`src/rtl/status_bank_pkg.sv`:
```
package status_bank_pkg;
  localparam int PSR_W   = 32;
  localparam int MODE_W  = 5;
  localparam int NBANK   = 5;
  localparam int BIDX_W  = $clog2(NBANK);
  localparam int FLAG_LO = 28;
  localparam int POS_I   = 7;
  localparam int POS_F   = 6;
  localparam int POS_T   = 5;
  localparam int POS_J   = 24;

  localparam logic [MODE_W-1:0] MODE_USR = 5'b10000;
  localparam logic [MODE_W-1:0] MODE_FIQ = 5'b10001;
  localparam logic [MODE_W-1:0] MODE_IRQ = 5'b10010;
  localparam logic [MODE_W-1:0] MODE_SVC = 5'b10011;
  localparam logic [MODE_W-1:0] MODE_ABT = 5'b10111;
  localparam logic [MODE_W-1:0] MODE_UND = 5'b11011;
  localparam logic [MODE_W-1:0] MODE_SYS = 5'b11111;

  localparam logic [PSR_W-1:0] RESET_PSR = 32'h0000_00D3;

  typedef struct packed {
    logic              hit;
    logic [BIDX_W-1:0] idx;
  } bank_sel_t;

  function automatic bank_sel_t bank_lookup(input logic [MODE_W-1:0] m);
    bank_sel_t s;
    s = '0;
    unique case (m)
      MODE_FIQ: s = '{hit: 1'b1, idx: BIDX_W'(0)};
      MODE_IRQ: s = '{hit: 1'b1, idx: BIDX_W'(1)};
      MODE_SVC: s = '{hit: 1'b1, idx: BIDX_W'(2)};
      MODE_ABT: s = '{hit: 1'b1, idx: BIDX_W'(3)};
      MODE_UND: s = '{hit: 1'b1, idx: BIDX_W'(4)};
      default:  s = '0;
    endcase
    return s;
  endfunction

  function automatic logic [PSR_W-1:0] merge_flags(input logic [PSR_W-1:0] old_v,
                                                   input logic [PSR_W-1:0] new_v);
    return {new_v[PSR_W-1:FLAG_LO], old_v[FLAG_LO-1:0]};
  endfunction

  function automatic logic [PSR_W-1:0] entry_value(input logic [PSR_W-1:0] old_v,
                                                   input logic [MODE_W-1:0] tgt);
    logic [PSR_W-1:0] v;
    v = old_v;
    v[MODE_W-1:0] = tgt;
    v[POS_I] = 1'b1;
    if (tgt == MODE_FIQ) v[POS_F] = 1'b1;
    return v;
  endfunction
endpackage

```
`src/rtl/sb_mode_decode.sv`:
```
module sb_mode_decode
  import status_bank_pkg::*;
(
  input  logic [MODE_W-1:0] mode,
  output logic              hit,
  output logic [BIDX_W-1:0] idx
);
  bank_sel_t sel;
  always_comb begin
    sel = bank_lookup(mode);
    hit = sel.hit;
    idx = sel.idx;
  end
endmodule

```
`src/rtl/sb_bank_array.sv`:
```
module sb_bank_array #(
  parameter int DW = 32,
  parameter int NB = 5,
  localparam int IW = (NB > 1) ? $clog2(NB) : 1
) (
  input  logic          clk,
  input  logic          rst_n,
  input  logic          we,
  input  logic [IW-1:0] widx,
  input  logic [DW-1:0] wdata,
  input  logic [IW-1:0] ridx,
  output logic [DW-1:0] rdata
);
  logic [DW-1:0] bank_q [NB];

  for (genvar g = 0; g < NB; g++) begin : g_bank
    always_ff @(posedge clk or negedge rst_n) begin
      if (!rst_n)                            bank_q[g] <= '0;
      else if (we && widx == IW'(g))         bank_q[g] <= wdata;
    end
  end

  always_comb begin
    rdata = '0;
    for (int i = 0; i < NB; i++)
      if (ridx == IW'(i)) rdata = bank_q[i];
  end
endmodule

```
`src/rtl/status_bank.sv`:
```
module status_bank
  import status_bank_pkg::*;
#(
  parameter int DW = PSR_W
) (
  input  logic          clk,
  input  logic          rst_n,
  input  logic          rd_saved,
  output logic [DW-1:0] rd_data,
  input  logic          wr_en,
  input  logic          wr_saved,
  input  logic          wr_flags_only,
  input  logic [DW-1:0] wr_data,
  input  logic          exc_en,
  input  logic [4:0]    exc_mode,
  output logic [DW-1:0] cur_psr,
  output logic          acc_err,
  output logic          irq_masked,
  output logic          fiq_masked,
  output logic [1:0]    iset
);
  logic [DW-1:0]     cur_q, cur_d;
  logic              cur_hit, tgt_hit;
  logic [BIDX_W-1:0] cur_idx, tgt_idx;
  logic [DW-1:0]     bank_rd, bank_wdata;
  logic [BIDX_W-1:0] bank_widx;
  logic              bank_we;

  // named internal events
  logic exc_go, in_user, cur_wr_go, sav_wr_go, saved_touch;

  sb_mode_decode u_cur_dec (.mode(cur_q[MODE_W-1:0]), .hit(cur_hit), .idx(cur_idx));
  sb_mode_decode u_tgt_dec (.mode(exc_mode),          .hit(tgt_hit), .idx(tgt_idx));

  sb_bank_array #(.DW(DW), .NB(NBANK)) u_banks (
    .clk(clk), .rst_n(rst_n),
    .we(bank_we), .widx(bank_widx), .wdata(bank_wdata),
    .ridx(cur_idx), .rdata(bank_rd)
  );

  assign exc_go      = exc_en & tgt_hit;
  assign in_user     = (cur_q[MODE_W-1:0] == MODE_USR);
  assign cur_wr_go   = wr_en & ~wr_saved & ~exc_go;
  assign sav_wr_go   = wr_en & wr_saved & cur_hit & ~exc_go;
  assign saved_touch = rd_saved | (wr_en & wr_saved);

  always_comb begin
    cur_d = cur_q;
    if (exc_go)
      cur_d = entry_value(cur_q, exc_mode);
    else if (cur_wr_go)
      cur_d = (wr_flags_only | in_user) ? merge_flags(cur_q, wr_data) : wr_data;
  end

  always_comb begin
    bank_we    = exc_go | sav_wr_go;
    bank_widx  = exc_go ? tgt_idx : cur_idx;
    if (exc_go)             bank_wdata = cur_q;
    else if (wr_flags_only) bank_wdata = merge_flags(bank_rd, wr_data);
    else                    bank_wdata = wr_data;
  end

  always_ff @(posedge clk or negedge rst_n) begin
    if (!rst_n) cur_q <= RESET_PSR;
    else        cur_q <= cur_d;
  end

  assign rd_data    = rd_saved ? (cur_hit ? bank_rd : '0) : cur_q;
  assign acc_err    = saved_touch & ~cur_hit;
  assign cur_psr    = cur_q;
  assign irq_masked = cur_q[POS_I];
  assign fiq_masked = cur_q[POS_F];
  assign iset       = {cur_q[POS_J], cur_q[POS_T]};
endmodule

```
`config.mk`:
```
export PLATFORM = sky130hd
export DESIGN_NAME = status_bank
export DESIGN_NICKNAME = d
export VERILOG_FILES = /design/src/rtl/status_bank_pkg.sv /design/src/rtl/sb_mode_decode.sv /design/src/rtl/sb_bank_array.sv /design/src/rtl/status_bank.sv
export SDC_FILE = /design/constraint.sdc
export NUM_CORES = 1
export LEC_CHECK = 0
export ABC_AREA = 1
export BUFFER_PORTS_ARGS = -buffer_cell sky130_fd_sc_hd__buf_2
export CORE_MARGIN = 3
export CORE_UTILIZATION = 50
export CTS_CLUSTER_DIAMETER = 120
export DETAILED_ROUTE_END_ITERATION = 8
export PLACE_DENSITY_LB_ADDON = 0.2
export SLEW_MARGIN = 20
export SYNTH_ARGS = -nofsm -noshare
export SYNTH_HDL_FRONTEND = slang
export SYNTH_SLANG_ARGS = --single-unit
```
`constraint.sdc`:
```
create_clock -name clk -period 2.5 [get_ports clk]
set_input_delay 0.25 -clock clk [delete_from_list [all_inputs] [get_ports clk]]
set_output_delay 0.25 -clock clk [all_outputs]
set_load 0.01 [all_outputs]
```
== Word-level counts from Yosys, hierarchy flattened ==
Index checks and enable logic that the tools add are counted.
W data, S select, Z words.

* Register bits after elaboration: 192
* Logic and storage cells: 72

* Equal/unequal tests: 21
* Reductions and logical operators: 12
* Bitwise logic cells: 14
* Mux-type cells: 16

{| class="wikitable"
|+ Operators by type and width
! operator !! number
|-
| $mux W32 || 8
|-
| $eq A5 B5 Y1 const B || 11
|-
| $pmux W4 S5 || 2
|-
| $mux W28 || 1
|-
| $mux W8 || 3
|-
| $eq A3 B2 Y1 const B || 4
|-
| $and A1 B1 Y1 || 7
|-
| $eq A3 B1 Y1 const B || 2
|-
| $eq A3 B3 Y1 const B || 2
|-
| $logic_not A3 Y1 || 2
|-
| $reduce_and A3 Y1 || 2
|-
| $logic_and A1 B1 Y1 || 5
|-
| $not A1 Y1 || 4
|-
| $reduce_and A2 Y1 || 2
|-
| $mux W3 || 1
|-
| $or A1 B1 Y1 || 3
|-
| $ne A2 B1 Y1 const B || 1
|-
| $ne A2 B2 Y1 const B || 1
|-
| $reduce_bool A2 Y1 || 1
|-
| $mux W1 || 1
|}

== Depth between registers and ports, before layout ==
* Word-level depth: 10
* Depth in mapped cells: 15
* Depth with buffers taken out: 13

== Cells and area by module ==
Synthesis repeated with hierarchy kept, for this count alone.

* Cell total of the unflattened synthesis: 1269
* Area total of the unflattened synthesis: 9785.6 um^2

{| class="wikitable"
|+ Modules (own cells, without submodules)
! module !! cells an instance !! area each (um^2) !! instances
|-
| sb_bank_array || 871 || 7130.6 || 1
|-
| status_bank || 362 || 2482.4 || 1
|-
| sb_mode_decode || 18 || 86.3 || 2
|}

== Worst setup path before layout ==
OpenSTA, ideal clock, no wires.

* Kind: register to output
* From: reg cur_q[4], in the netlist cur_psr[4]
* To: out rd_data[23]
* Data arrival time: 1923 ps
* Data required time: 2250 ps
* Cell stages (with the launch flop): 9
* Path buffers: 2
* Slack: 327 ps
* Cell sequence: dfstp_2 > buf_4 > nand2_1 > a211oi_1 > nor2_2 > nor2_1 > inv_2 > buf_2 > o21ai_0

* Cells in the longest elaborated chain, start to end: 10

{| class="wikitable"
|+ Ends and longest elaborated chain
! element !! line !! source
|-
| start, declared || status_bank.sv:22 || <nowiki>logic [DW-1:0] cur_q, cur_d;</nowiki>
|-
| start signal, assigned || status_bank.sv:65 || <nowiki>else cur_q <= cur_d;</nowiki>
|-
| $eq A5 B5 Y1 || status_bank_pkg.sv:30 || <nowiki>unique case (m)</nowiki>
|-
| $pmux W4 S5 (*) || status_bank_pkg.sv:30 ||
|-
| $logic_not A3 Y1 || sb_bank_array.sv:26 || <nowiki>if (ridx == IW'(i)) rdata = bank_q[i];</nowiki>
|-
| $mux W32 (5 in series) || sb_bank_array.sv:26 ||
|-
| $mux W32 (*) (2 in series) || status_bank.sv:68 || <nowiki>assign rd_data = rd_saved ? (cur_hit ? bank_rd : '0) : cur_q;</nowiki>
|-
| end, declared || status_bank.sv:9 || <nowiki>output logic [DW-1:0] rd_data,</nowiki>
|}

Mark *: on every way between the ends. The rest lies on a longest branch, timed or not.

== Final worst setup path ==
* From: reg cur_q[4], in the netlist cur_psr[4]
* To: out rd_data[0]

Same word-level chain as after synthesis.

==> results.sh <==
export IMPL_dieArea_mm2=0.0221
export IMPL_critPathMaxFanout=28
export IMPL_synthArstFlopShare_pct=100
export IMPL_drt_initial_drc_count=1079
export IMPL_design_core_area_mm2=0.0197
export IMPL_mappedNetlistNets=1478
export IMPL_drv_slew=0
export IMPL_drv_cap=0
export IMPL_drive_above_1_share_pct=20.5
export IMPL_use_met1_pct=38.6
export IMPL_register_area_mm2=0.00481
export IMPL_clk_latency_ns=0.45
export IMPL_fmax_mhz=386
export IMPL_grt_pass1_wl_mm=48.7
export IMPL_crit_path_start="cur_psr[4]"
export IMPL_end_kind="output pin"
export IMPL_hp_class="primary input to flop"
export IMPL_r2r_cells=12
export IMPL_violations="negative setup slack"
export IMPL_start_util_pct=51.5
export IMPL_arrival_ns=2.34
export IMPL_rows=51
export IMPL_synth_edf_count=0
export IMPL_crit_required_ns=2.25
export IMPL_fin_cells=1829
export IMPL_final_cell_mix="nand2_1, dfrtp_1, buf_2, nand3_1, inv_1"
export IMPL_outcome="complete, but fails checks"
export IMPL_worst_slew_pin_slew_ns=0.536
export IMPL_dp_hpwl_mm=18.0
export IMPL_drt_pass1_iterations=5
export IMPL_viasPerCell=5.50
export IMPL_cts_tree="yes"
export IMPL_power_uw=11500
export IMPL_overflow=0
export IMPL_relSlewSlack_pct=63.9
export IMPL_area_delta_synth_final_pct=22.7
export IMPL_synth_cell_types=32
export IMPL_placed_cell_area_mm2=0.0111
export IMPL_gp_congestion=0.881
export IMPL_path_buf_inv=3
export IMPL_setup_slack_ns=-0.0927
export IMPL_crit_type="flop to output pin"
export IMPL_cts_clk_slew_worst_paths_ns=0.07
export IMPL_crit_end="rd_data[0]"
export IMPL_met3_usage_pct=3.96
export IMPL_antenna_left=0
export IMPL_cpPeakStageDelay_ns=0.59
export IMPL_crit_chain="nand2_2 > nor2_4 > nand2_4 > buf_12 > nand2_1 > inv_1 > nand4_1 > nand2_1 > o22ai_1 > buf_2"
export IMPL_antenna_found_initial=0
export IMPL_cts_max_path_buffers=2
export IMPL_synth_cells=1434
export IMPL_netlist_area_mm2=0.0102
export IMPL_dp_cells=1766
export IMPL_die_y_um=149
export IMPL_r2r_end="u_banks.bank_q[129]"
export IMPL_fin_crit_sh_pct=104
export IMPL_synth_top_area_share_pct=46.1
export IMPL_grt_max_degree=61
export IMPL_ys_ff_latch=192
export IMPL_rsz0062_at_grt="yes"
export IMPL_r2r_start="cur_psr[4]"
export IMPL_power_leakage_uw=0.00690
export IMPL_ys_top_cells_by_area="dfrtp_1, nand2_1, nand3_1"
export IMPL_seq_area_frac_synth_pct=47.4
export IMPL_routed_wl_mm=32.7
export IMPL_final_nets=1596
export IMPL_fin_skew_ns=0.0195
export IMPL_post_route_drc_count=0
export IMPL_grtUsageMet2_pct=44.9
export IMPL_reg2reg_slack_ns=0.11
export IMPL_grt_pass1_vias=9285
export IMPL_wl_per_cell_um=17.9
export IMPL_grt_total_usage_pct=27.6
export IMPL_min_period_ns=2.59
export IMPL_die_x_um=149
export IMPL_routed_via_count=10100
export IMPL_startpoint_type="flop"
export IMPL_numCtsBuffers=17
export IMPL_slowest_stage="dfstp_2"
export IMPL_yosys_warnings=0
export IMPL_final_area_mm2=0.0125
export IMPL_root_buffer="clkbuf_16"
export IMPL_grt_busiest_layer="met2"
export IMPL_clock_sinks=192
export IMPL_power_per_cell_area_mw_per_mm2=925
export IMPL_io_pins=113
export IMPL_num_antenna_cells=0
export IMPL_yosys_most_used_dff="dfrtp_1"
export IMPL_fin_util_pct=63.2
export IMPL_hold_violations=0
export IMPL_setup_viol=24
export IMPL_critPathTopFamily="simple AND/OR/NAND/NOR gates"
export IMPL_io_buffers=112
export IMPL_h_tree_depth=4
export IMPL_fillers=1689
export IMPL_cp_depth=10
export IMPL_synth_top_cell_by_area="dfrtp_1"
export IMPL_multi_input_area_mm2=0.00475
export IMPL_final_setup_tns_ns=-0.561
export IMPL_layout_commonest_cell="nand2_1"
export IMPL_syn_avg_cell_area_um2=7.08
export IMPL_crit_top_cell="nand2_1"
export IMPL_ir_drop_v=0.000648
==> area by class of cell <==
| type | count | share of cell area (%) |
|---|---|---|
| clock buffers | 19 | 3.55 |
| clock inverters | 12 | 1.65 |
| multi-input cells | 1069 | 38.1 |
| well taps | 265 | 2.66 |
| inverters | 89 | 2.80 |
| repair buffers | 183 | 12.6 |
| flip-flops and latches | 192 | 38.6 |
==> state kept, by name, summed over array words and instances (netlist names) <==
| signal | count |
|---|---|
| u_banks.bank_q | 160 |
| cur_psr | 32 |
==> layer usage <==
metal  routed length (um)  vias to the layer above
met2                15800                      482
met1                13300                     4812
met5                    0                        -
met4                  758                        0
met3                 2780                       64
li1                     -                     4697
==> what timing repair did <==
action	in CTS	in global routing
endpoints found under the hold margin	54	0
hold buffers	1	0
pin swaps	5	18
buffers inserted	7	10
resized for setup	24	68
gates cloned	1	13
endpoints found under the setup margin	31	32
==> cells in the mapped netlist (4+ instances only) <==
cell type / number
buf_2: 37
dfrtp_1: 187
o211ai_1: 5
clkbuf_1: 26
o22ai_1: 7
inv_2: 10
nor2_4: 4
o21ai_0: 46
dfstp_2: 5
buf_1: 4
o21ai_1: 12
nand2_2: 6
buf_6: 4
nand3_1: 98
buf_4: 13
nand4_1: 29
nand3_2: 5
or2_2: 25
nor2_1: 24
inv_1: 77
a21oi_1: 28
nand2_1: 764
==> power by group <==
part / switching (uW) / internal, uW / leakage (uW)
sequential: 647 / 4120 / 0.00250
combinational: 2250 / 1440 / 0.00408
clock: 1280 / 1810 / 0.000316
==> worst min-delay path, cell delays in order <==
cell,delay (ns)
buf_2,0.10
inv_1,0.06
a21oi_1,0.06
==> worst min-delay path by stage <==
stage               startpoint          end  slack, ns  cells after the start
CTS                 wr_data[7]   cur_psr[7]       0.02                      3
detailed placement       rst_n  cur_psr[14]       0.27                      1
floorplan                rst_n  cur_psr[10]      -0.05                      0
global route        wr_data[7]   cur_psr[7]       0.05                      3
global placement         rst_n  cur_psr[14]       0.27                      1
finish              wr_data[7]   cur_psr[7]       0.02                      3
==> through the flow <==
stage	hold slack, ns	setup slack (ns)
2_1_floorplan	-0.0456	0.327
3_3_place_gp	0.273	0.213
3_5_place_dp	0.271	0.173
4_1_cts	0.0184	-0.0332
5_1_grt	0.0470	-0.130
6_report	0.0248	-0.0927
==> logic make-up (layout without fill, tap and decap cells) <==
| kind of cell | Yosys count | count (layout) | synth area share (%) |
|---|---|---|---|
| flops | 192 | 192 | 47.4 |
| buf+inv | 173 | 303 | 7.65 |
| simple gates | 963 | 963 | 39.3 |
| compound gates | 106 | 106 | 5.70 |
(Power assumes the default switching activity.)
